$ cat src/rtl/sup_pkg.sv
package sup_pkg;

  typedef enum logic [2:0] {
    ST_HOLD  = 3'd0,   // supply out of regulation
    ST_RDLY  = 3'd1,   // reset pulse interval
    ST_GAP   = 3'd2,   // reset released, wake still quiet
    ST_CYCLE = 3'd3    // running wake cycle
  } supState_t;

  typedef struct packed {
    logic clrTimer;    // restart prescaler and tick counter
    logic clrSeen;     // forget any watchdog edge
  } supStrobe_t;

endpackage

$ cat src/rtl/sup_timebase.sv
module sup_timebase
  import sup_pkg::*;
#(
  parameter int TICK_CYCLES = 1000,
  parameter int MAX_TICKS   = 64,
  parameter int SYNC_STAGES = 2,
  parameter int CW          = $clog2(MAX_TICKS + 1)
) (
  input  logic          clk,
  input  logic          arstN,
  input  supStrobe_t    stb,
  input  logic          wdiRaw,
  output logic          tick,
  output logic [CW-1:0] tickCnt,
  output logic          fall,
  output logic          seen
);

  localparam int PW = (TICK_CYCLES > 1) ? $clog2(TICK_CYCLES) : 1;
  localparam int SH = SYNC_STAGES + 1;

  logic [PW-1:0] preCnt;
  logic [SH-1:0] syncSh;

  assign tick = (preCnt == PW'(TICK_CYCLES - 1));

  always_ff @(posedge clk or negedge arstN) begin
    if (!arstN) begin
      preCnt  <= '0;
      tickCnt <= '0;
    end else if (stb.clrTimer) begin
      preCnt  <= '0;
      tickCnt <= '0;
    end else if (tick) begin
      preCnt  <= '0;
      tickCnt <= tickCnt + 1'b1;
    end else begin
      preCnt  <= preCnt + 1'b1;
    end
  end

  // synchronizer stages plus one history stage for edge detection
  genvar g;
  generate
    for (g = 0; g < SH; g++) begin : gSync
      always_ff @(posedge clk or negedge arstN) begin
        if (!arstN)  syncSh[g] <= 1'b0;
        else if (g == 0) syncSh[g] <= wdiRaw;
        else syncSh[g] <= syncSh[g-1];
      end
    end
  endgenerate

  assign fall = syncSh[SH-1] & ~syncSh[SH-2];

  always_ff @(posedge clk or negedge arstN) begin
    if (!arstN)           seen <= 1'b0;
    else if (stb.clrSeen) seen <= 1'b0;
    else if (fall)        seen <= 1'b1;
  end


  no_overflow_chk: assert property (@(posedge clk) disable iff (!arstN)
    tickCnt < CW'(MAX_TICKS));


  seen_clear_chk: assert property (@(posedge clk) disable iff (!arstN)
    stb.clrSeen |=> !seen);

endmodule

$ cat src/rtl/sup_control.sv
module sup_control
  import sup_pkg::*;
#(
  parameter int UNIT_TICKS = 2,
  parameter int CW         = 5
) (
  input  logic          clk,
  input  logic          arstN,
  input  logic          supplyOk,
  input  logic          tick,
  input  logic [CW-1:0] tickCnt,
  input  logic          fall,
  input  logic          seen,
  output supStrobe_t    stb,
  output logic          rstN,
  output logic          wakeUp
);

  localparam int RST_TICKS  = UNIT_TICKS;
  localparam int GAP_TICKS  = 4 * UNIT_TICKS;
  localparam int CYC_TICKS  = 8 * UNIT_TICKS;
  localparam int HIGH_TICKS = CYC_TICKS / 2;

  supState_t state, stateNx;
  logic      phaseEnd;
  logic [CW-1:0] lastTick;

  always_comb begin
    case (state)
      ST_RDLY:  lastTick = CW'(RST_TICKS - 1);
      ST_GAP:   lastTick = CW'(GAP_TICKS - 1);
      default:  lastTick = CW'(CYC_TICKS - 1);
    endcase
  end

  assign phaseEnd = tick && (tickCnt == lastTick);

  always_comb begin
    stateNx = state;
    if (!supplyOk) begin
      stateNx = ST_HOLD;
    end else begin
      case (state)
        ST_HOLD:  stateNx = ST_RDLY;
        ST_RDLY:  if (phaseEnd) stateNx = ST_GAP;
        ST_GAP:   if (phaseEnd) stateNx = ST_CYCLE;
        ST_CYCLE: if (phaseEnd) stateNx = (seen || fall) ? ST_CYCLE : ST_RDLY;
        default:  stateNx = ST_HOLD;
      endcase
    end
  end

  always_ff @(posedge clk or negedge arstN) begin
    if (!arstN) state <= ST_HOLD;
    else        state <= stateNx;
  end

  always_comb begin
    stb.clrTimer = (state == ST_HOLD) || phaseEnd;
    stb.clrSeen  = (state != ST_CYCLE) || phaseEnd;
  end

  assign rstN   = (state == ST_GAP) || (state == ST_CYCLE);
  assign wakeUp = (state == ST_CYCLE) && (tickCnt < CW'(HIGH_TICKS)) && !seen;


  supply_drop_chk: assert property (@(posedge clk) disable iff (!arstN)
    !supplyOk |=> (!rstN && !wakeUp));


  wake_quiet_chk: assert property (@(posedge clk) disable iff (!arstN)
    !rstN |-> !wakeUp);


  release_supply_chk: assert property (@(posedge clk) disable iff (!arstN)
    $rose(rstN) |-> $past(supplyOk));


  wake_start_chk: assert property (@(posedge clk) disable iff (!arstN)
    $rose(wakeUp) |-> (tickCnt == '0 && $past(rstN)));

endmodule

$ cat src/rtl/wake_watchdog_sup.sv
module wake_watchdog_sup
  import sup_pkg::*;
#(
  parameter int TICK_CYCLES = 1000,
  parameter int UNIT_TICKS  = 5
) (
  input  logic clk,
  input  logic arstN,
  input  logic supplyOk,
  input  logic wdi,
  output logic rstN,
  output logic wakeUp
);

  localparam int MAX_TICKS = 8 * UNIT_TICKS;
  localparam int CW        = $clog2(MAX_TICKS + 1);

  supStrobe_t    stb;
  logic          tick, fall, seen;
  logic [CW-1:0] tickCnt;

  sup_timebase #(
    .TICK_CYCLES(TICK_CYCLES),
    .MAX_TICKS  (MAX_TICKS),
    .SYNC_STAGES(2),
    .CW         (CW)
  ) uTime (
    .clk(clk), .arstN(arstN), .stb(stb), .wdiRaw(wdi),
    .tick(tick), .tickCnt(tickCnt), .fall(fall), .seen(seen)
  );

  sup_control #(
    .UNIT_TICKS(UNIT_TICKS),
    .CW        (CW)
  ) uCtrl (
    .clk(clk), .arstN(arstN), .supplyOk(supplyOk),
    .tick(tick), .tickCnt(tickCnt), .fall(fall), .seen(seen),
    .stb(stb), .rstN(rstN), .wakeUp(wakeUp)
  );

endmodule

$ cat config.mk
export PLATFORM = sky130hd
export DESIGN_NAME = wake_watchdog_sup
export DESIGN_NICKNAME = d
export VERILOG_FILES = /design/src/rtl/sup_pkg.sv /design/src/rtl/sup_timebase.sv /design/src/rtl/sup_control.sv /design/src/rtl/wake_watchdog_sup.sv
export SDC_FILE = /design/constraint.sdc
export NUM_CORES = 1
export LEC_CHECK = 0
export BUFFER_PORTS_ARGS = -buffer_cell sky130_fd_sc_hd__buf_2
export CAP_MARGIN = 20
export CORE_UTILIZATION = 30
export DETAILED_ROUTE_END_ITERATION = 12
export PLACE_DENSITY = 0.46
export SYNTH_ARGS = -nofsm -noshare
export SYNTH_HDL_FRONTEND = slang
export SYNTH_SLANG_ARGS = --single-unit
$ cat constraint.sdc
create_clock -name clk -period 2.03 [get_ports clk]
set_clock_uncertainty 0.05 [all_clocks]
set_input_delay 0.3045 -clock clk [delete_from_list [all_inputs] [get_ports clk]]
set_output_delay 0.3045 -clock clk [all_outputs]
set_load 0.02 [all_outputs]
* Word level (Yosys, flattened, before mapping)
Index checks and enable logic that the tools add are counted.
** Word-level totals
- Logic and storage cells :: 46
- Output and inout bits :: 2
- Input bits :: 4
- Register bits after elaboration :: 23
** Cells by class
- Order comparisons :: 1
- Muxes and demuxes :: 13
- Equal/unequal tests :: 9
- Add/sub/neg operators :: 2
- Reduce and logical (&&, ||, !) cells :: 12
- Bitwise logic cells :: 2
** Operators with widths (number)
- $mux W10 :: 2
- $mux W3 :: 4
- $mux W6 :: 2
- $ne A3 B2 Y1 const B :: 4
- $pmux W3 S4 :: 1
- $pmux W6 S2 :: 1
- $add A10 B1 Y10 const B :: 1
- $eq A10 B10 Y1 const B :: 1
- $add A6 B1 Y6 const B :: 1
- $eq A3 B2 Y1 const B :: 2
- $eq A6 B6 Y1 :: 1
- $lt A6 B5 Y1 const B :: 1
- $logic_or A1 B1 Y1 :: 4
- $reduce_bool A2 Y1 :: 2
- $eq A3 B1 Y1 const B :: 1
- $logic_and A1 B1 Y1 :: 3
- $logic_not A3 Y1 :: 1
- $reduce_and A3 Y1 :: 1
- $mux W1 :: 2
- $mux W2 :: 1
- $and A1 B1 Y1 :: 1
- $logic_not A1 Y1 :: 1
- $not A1 Y1 :: 1

* Logic depth before layout (Yosys ltp)
- Depth after elaboration :: 7
- Depth in mapped cells :: 6
- Mapped depth without buffers :: 6

* Modules after synthesis
Synthesis repeated with hierarchy kept, for this count alone.
** Unflattened totals
- Cell total of the unflattened synthesis :: 126
- Area, all modules :: 1295.0 um^2
** By module, submodules not included
- sup_timebase :: cells each 93, times used 1, area each 994.7 um^2
- sup_control :: cells each 33, times used 1, area each 300.3 um^2

* Worst setup path before layout
No wires, ideal clock.
- Path kind :: reg-to-reg
- Start :: register uTime.preCnt[0]
- End :: register uTime.tickCnt[5]
- Slack :: 0.243 ns
- Data required time :: 1.861 ns
- Period minus slack after synthesis :: 1.787 ns
- Cell stages (with the launch flop) :: 6
- Arrival :: 1.618 ns
- Cells stage by stage :: dfrtp_1 > ha_1 > nand4b_1 > or3_4 > o31ai_2 > o21ba_1
** Between the ends
- Longest elaborated chain between the ends :: 4
- Elaborated cells on any way between the ends :: 5
** RTL lines
- from (decl) :: RTL line sup_timebase.sv:22 : logic [PW-1:0] preCnt;
- from (signal assigned) :: RTL line sup_timebase.sv:38 : preCnt <= preCnt + 1'b1;
- $eq A10 B10 Y1 * :: RTL line sup_timebase.sv:25 : assign tick = (preCnt == PW'(TICK_CYCLES - 1));
- $logic_and A1 B1 Y1 :: RTL line sup_control.sv:36 : assign phaseEnd = tick && (tickCnt == lastTick);
- $logic_or A1 B1 Y1 :: RTL line sup_control.sv:59 : stb.clrTimer = (state == ST_HOLD) || phaseEnd;
- $mux W6 or $reduce_bool A2 Y1 (tied branches)
- to (signal assigned) :: RTL line sup_timebase.sv:36 : tickCnt <= tickCnt + 1'b1;
- to (decl) :: RTL line sup_timebase.sv:14 : output logic [CW-1:0] tickCnt,
Mark *: on every way between the ends. The rest lies on a longest branch, timed or not.
A chain may end at the register's enable or synchronous reset.

* Worst setup path after layout
- Start :: register uTime.preCnt[0]
- End :: register uTime.tickCnt[3]
Same word-level chain as after synthesis.

==> run metrics <==
outcome=finished clean; post-DR wirelength/cell=12.9 µm; Seq pwr share=55.8%; minimum clock period after layout=1.95 ns; post-CTS setup buffers=0; reg2reg path depth=6; peak supply drop=0.000237 V; routed vias/inst=4.87; R2R Path Start=uTime.preCnt[0]; worst hold-check path type=input pin to flip-flop; internal power=0.638 mW; die height=64.6 µm; Worst Hold End=uTime.syncSh[0]; die width=64.6 µm; diodes inserted=0; Clock Path Buffers=2; hold_sp=wdi; Crit Reg-Reg Endpoint=uTime.tickCnt[3]; CTS clock-pin slew for the worst setup and hold paths=0.08 ns; final setup violation count=0; first-pass GRT wire length=4.06 mm; Fill cells=399; H-tree Lvls=1; Multi-input gate area=596 µm²; Design Area, Final=1340 µm²; fin cells=171; # DRC=0; register area=551 µm²; Initial Utilization=31.6%; Max Slew Vio Count=0; clock net sink count=22; Relative slew margins=66.4%; Detailed Route WL=2.20 mm; WP data arrival=2.06 ns; Synth Area per Inst=10.6 µm²; Post-Syn Instances=111; Syn Nets=122; RSZ-0062 raised after global routing=true; Critical Path Fanout Max=11; FF-to-FF setup slack=0.08 ns; PD cells=607 nW/µm²; Yosys cell types=36; Crit. Startpoint=uTime.preCnt[0]; Rows=22; remaining antenna violation count=0; initial antenna violation count=0; Tot GR Track Use=12.9%; clk root buf=clkbuf_8; Layout area overhead=13.7%; clock network fraction of total power=38.2%; Switching Share=21.5%; CP Capture Type=flip-flop; critical path class=flip-flop to flip-flop; sequential share of the synthesized area=46.8%; most frequent cells in the layout=dfrtp_1 (22), nor2_1 (16), xnor2_1 (8), ha_1 (7); number of synthesized flops with an enable pin=0; Resize count post-CTS=0; hold path depth=1; WP data required=2.14 ns; grt total ovfl=0; total core area=3720 µm²; Port Buffers=5; period utilization=96.2%; Seq cells post-synth=22; cts bufs inserted=3; TritonCTS clock tree=yes; Die ar.=4180 µm²; max-cap violation count=0; largest net degree at the start of global routing=23; share of layout cells above drive strength 1=16.3%; Post-DP HPWL=1.65 mm; 1st-iter DRT viols=59; post-layout util=36.0%; Synth async-reset ratio=100%; NetSw=0.174 mW; via count=832; Hold Vio Cnt, Final=0; Max Clock Freq=512 MHz; gpl congestion=0.750; IO Pins=6; vias in the first global route=861; Post-DP Area=1270 µm²; worst-margin pin slew=0.504 ns; Comb pwr share=6.1%; Setup crit start kind=flip-flop; Clock Latency Late Sink=0.26 ns; Cells after DPL=166; DRT Pass-1 Iters=4; ys flop type=dfrtp_1; nets=135; Leak=0.614 nW; Yosys warning count=0; commonest non-fill, non-tap cell in the layout=dfrtp_1; synthesized area=1180 µm²
-- timing repair --
action / 4_1_cts / 5_1_grt
endpoints found under the setup margin: 0 / 6
hold buffers: 1 / 0
endpoints found under the hold margin: 22 / 0
-- synth_stat cells, types with 2 or more instances --
| master | instances | area share, % |
|---|---|---|
| dfrtp_1 | 22 | 47 |
| nor2_1 | 16 | 5.1 |
| xnor2_1 | 8 | 6.0 |
| ha_1 | 7 | 7.4 |
| inv_1 | 5 | 1.6 |
| and3_1 | 4 | 2.1 |
| nand2_1 | 4 | 1.3 |
| nand3_1 | 4 | 1.7 |
| o21ai_0 | 4 | 1.7 |
| xor2_1 | 4 | 3.0 |
| nor3_1 | 3 | 1.3 |
| and3b_1 | 2 | 1.5 |
| mux2i_1 | 2 | 1.7 |
| nor3b_1 | 2 | 1.3 |
| nor4_1 | 2 | 1.1 |
| or3_4 | 2 | 1.9 |
-- routing by layer --
metal / routed length, µm / global-route usage [%] / share of wire (%)
met5: 0 / 0 / 0
met4: 44 / 5.83 / 2.0
met3: 57 / 2.29 / 2.6
met2: 1010 / 20.8 / 46
met1: 1090 / 16.7 / 50
-- worst max path at each step --
stage,depth (start not counted),slack [ns],to
after floorplan,5,0.24,uTime.tickCnt[5]
after global placement,6,0.17,uTime.tickCnt[0]
after detailed placement,6,0.09,uTime.tickCnt[1]
after CTS,6,0.07,uTime.tickCnt[1]
after global routing,6,-0.06,uTime.tickCnt[3]
final,6,0.08,uTime.tickCnt[3]
-- cell families after synthesis --
family	count (synthesis)	synth area share, %
AO/OA/AOI/OAI	13	8.51
XOR/XNOR	12	8.94
adder cells (fa/ha/maj)	7	7.45
buffers and inverters	6	2.55
flip-flops	22	46.8
multiplexers	2	1.70
AND/OR/NAND/NOR	49	24.0
-- power by group through the flow --
stage,registers [mW],logic (mW),clock network [mW]
floorplan,0.460,0.0272,0
global placement,0.461,0.0509,0
detailed placement,0.462,0.0492,0
CTS,0.453,0.0507,0.317
global route,0.455,0.0588,0.333
finish,0.453,0.0491,0.310
-- sequential cells by signal, summed over array words and instances, names as in the netlist --
signal         count
uTime.preCnt      10
uTime.tickCnt      6
uTime.syncSh       3
uCtrl.state        2
uTime.seen         1
-- critical path, cell delays in order, from the launching register on --
cell	delay [ns]
dfrtp_1	0.38
ha_1	0.22
nand4b_1	0.17
or3_4	0.44
o31ai_2	0.36
buf_4	0.19
nor2_1	0.05
-- metrics by stage --
step | TNS (ns) | total power, mW | hold WS (ns) | setup WS [ns]
after global routing | -0.254 | 0.846 | 0.0943 | -0.0568
after CTS | 0 | 0.820 | 0.0951 | 0.0671
after floorplan | 0 | 0.487 | -0.0411 | 0.243
after global placement | 0 | 0.512 | 0.248 | 0.173
final | 0 | 0.812 | 0.0966 | 0.0768
after detailed placement | 0 | 0.511 | 0.254 | 0.0934
-- area by class of cell --
type                            count  area share, %
Clock buffer                        4           4.12
Timing Repair Buffer                9           4.30
Tap cell                           48           4.49
Multi-Input combinational cell     83           44.5
Inverter                            5           1.40
Sequential cell                    22           41.2
No activity file was read; power rests on OpenSTA's default activity.
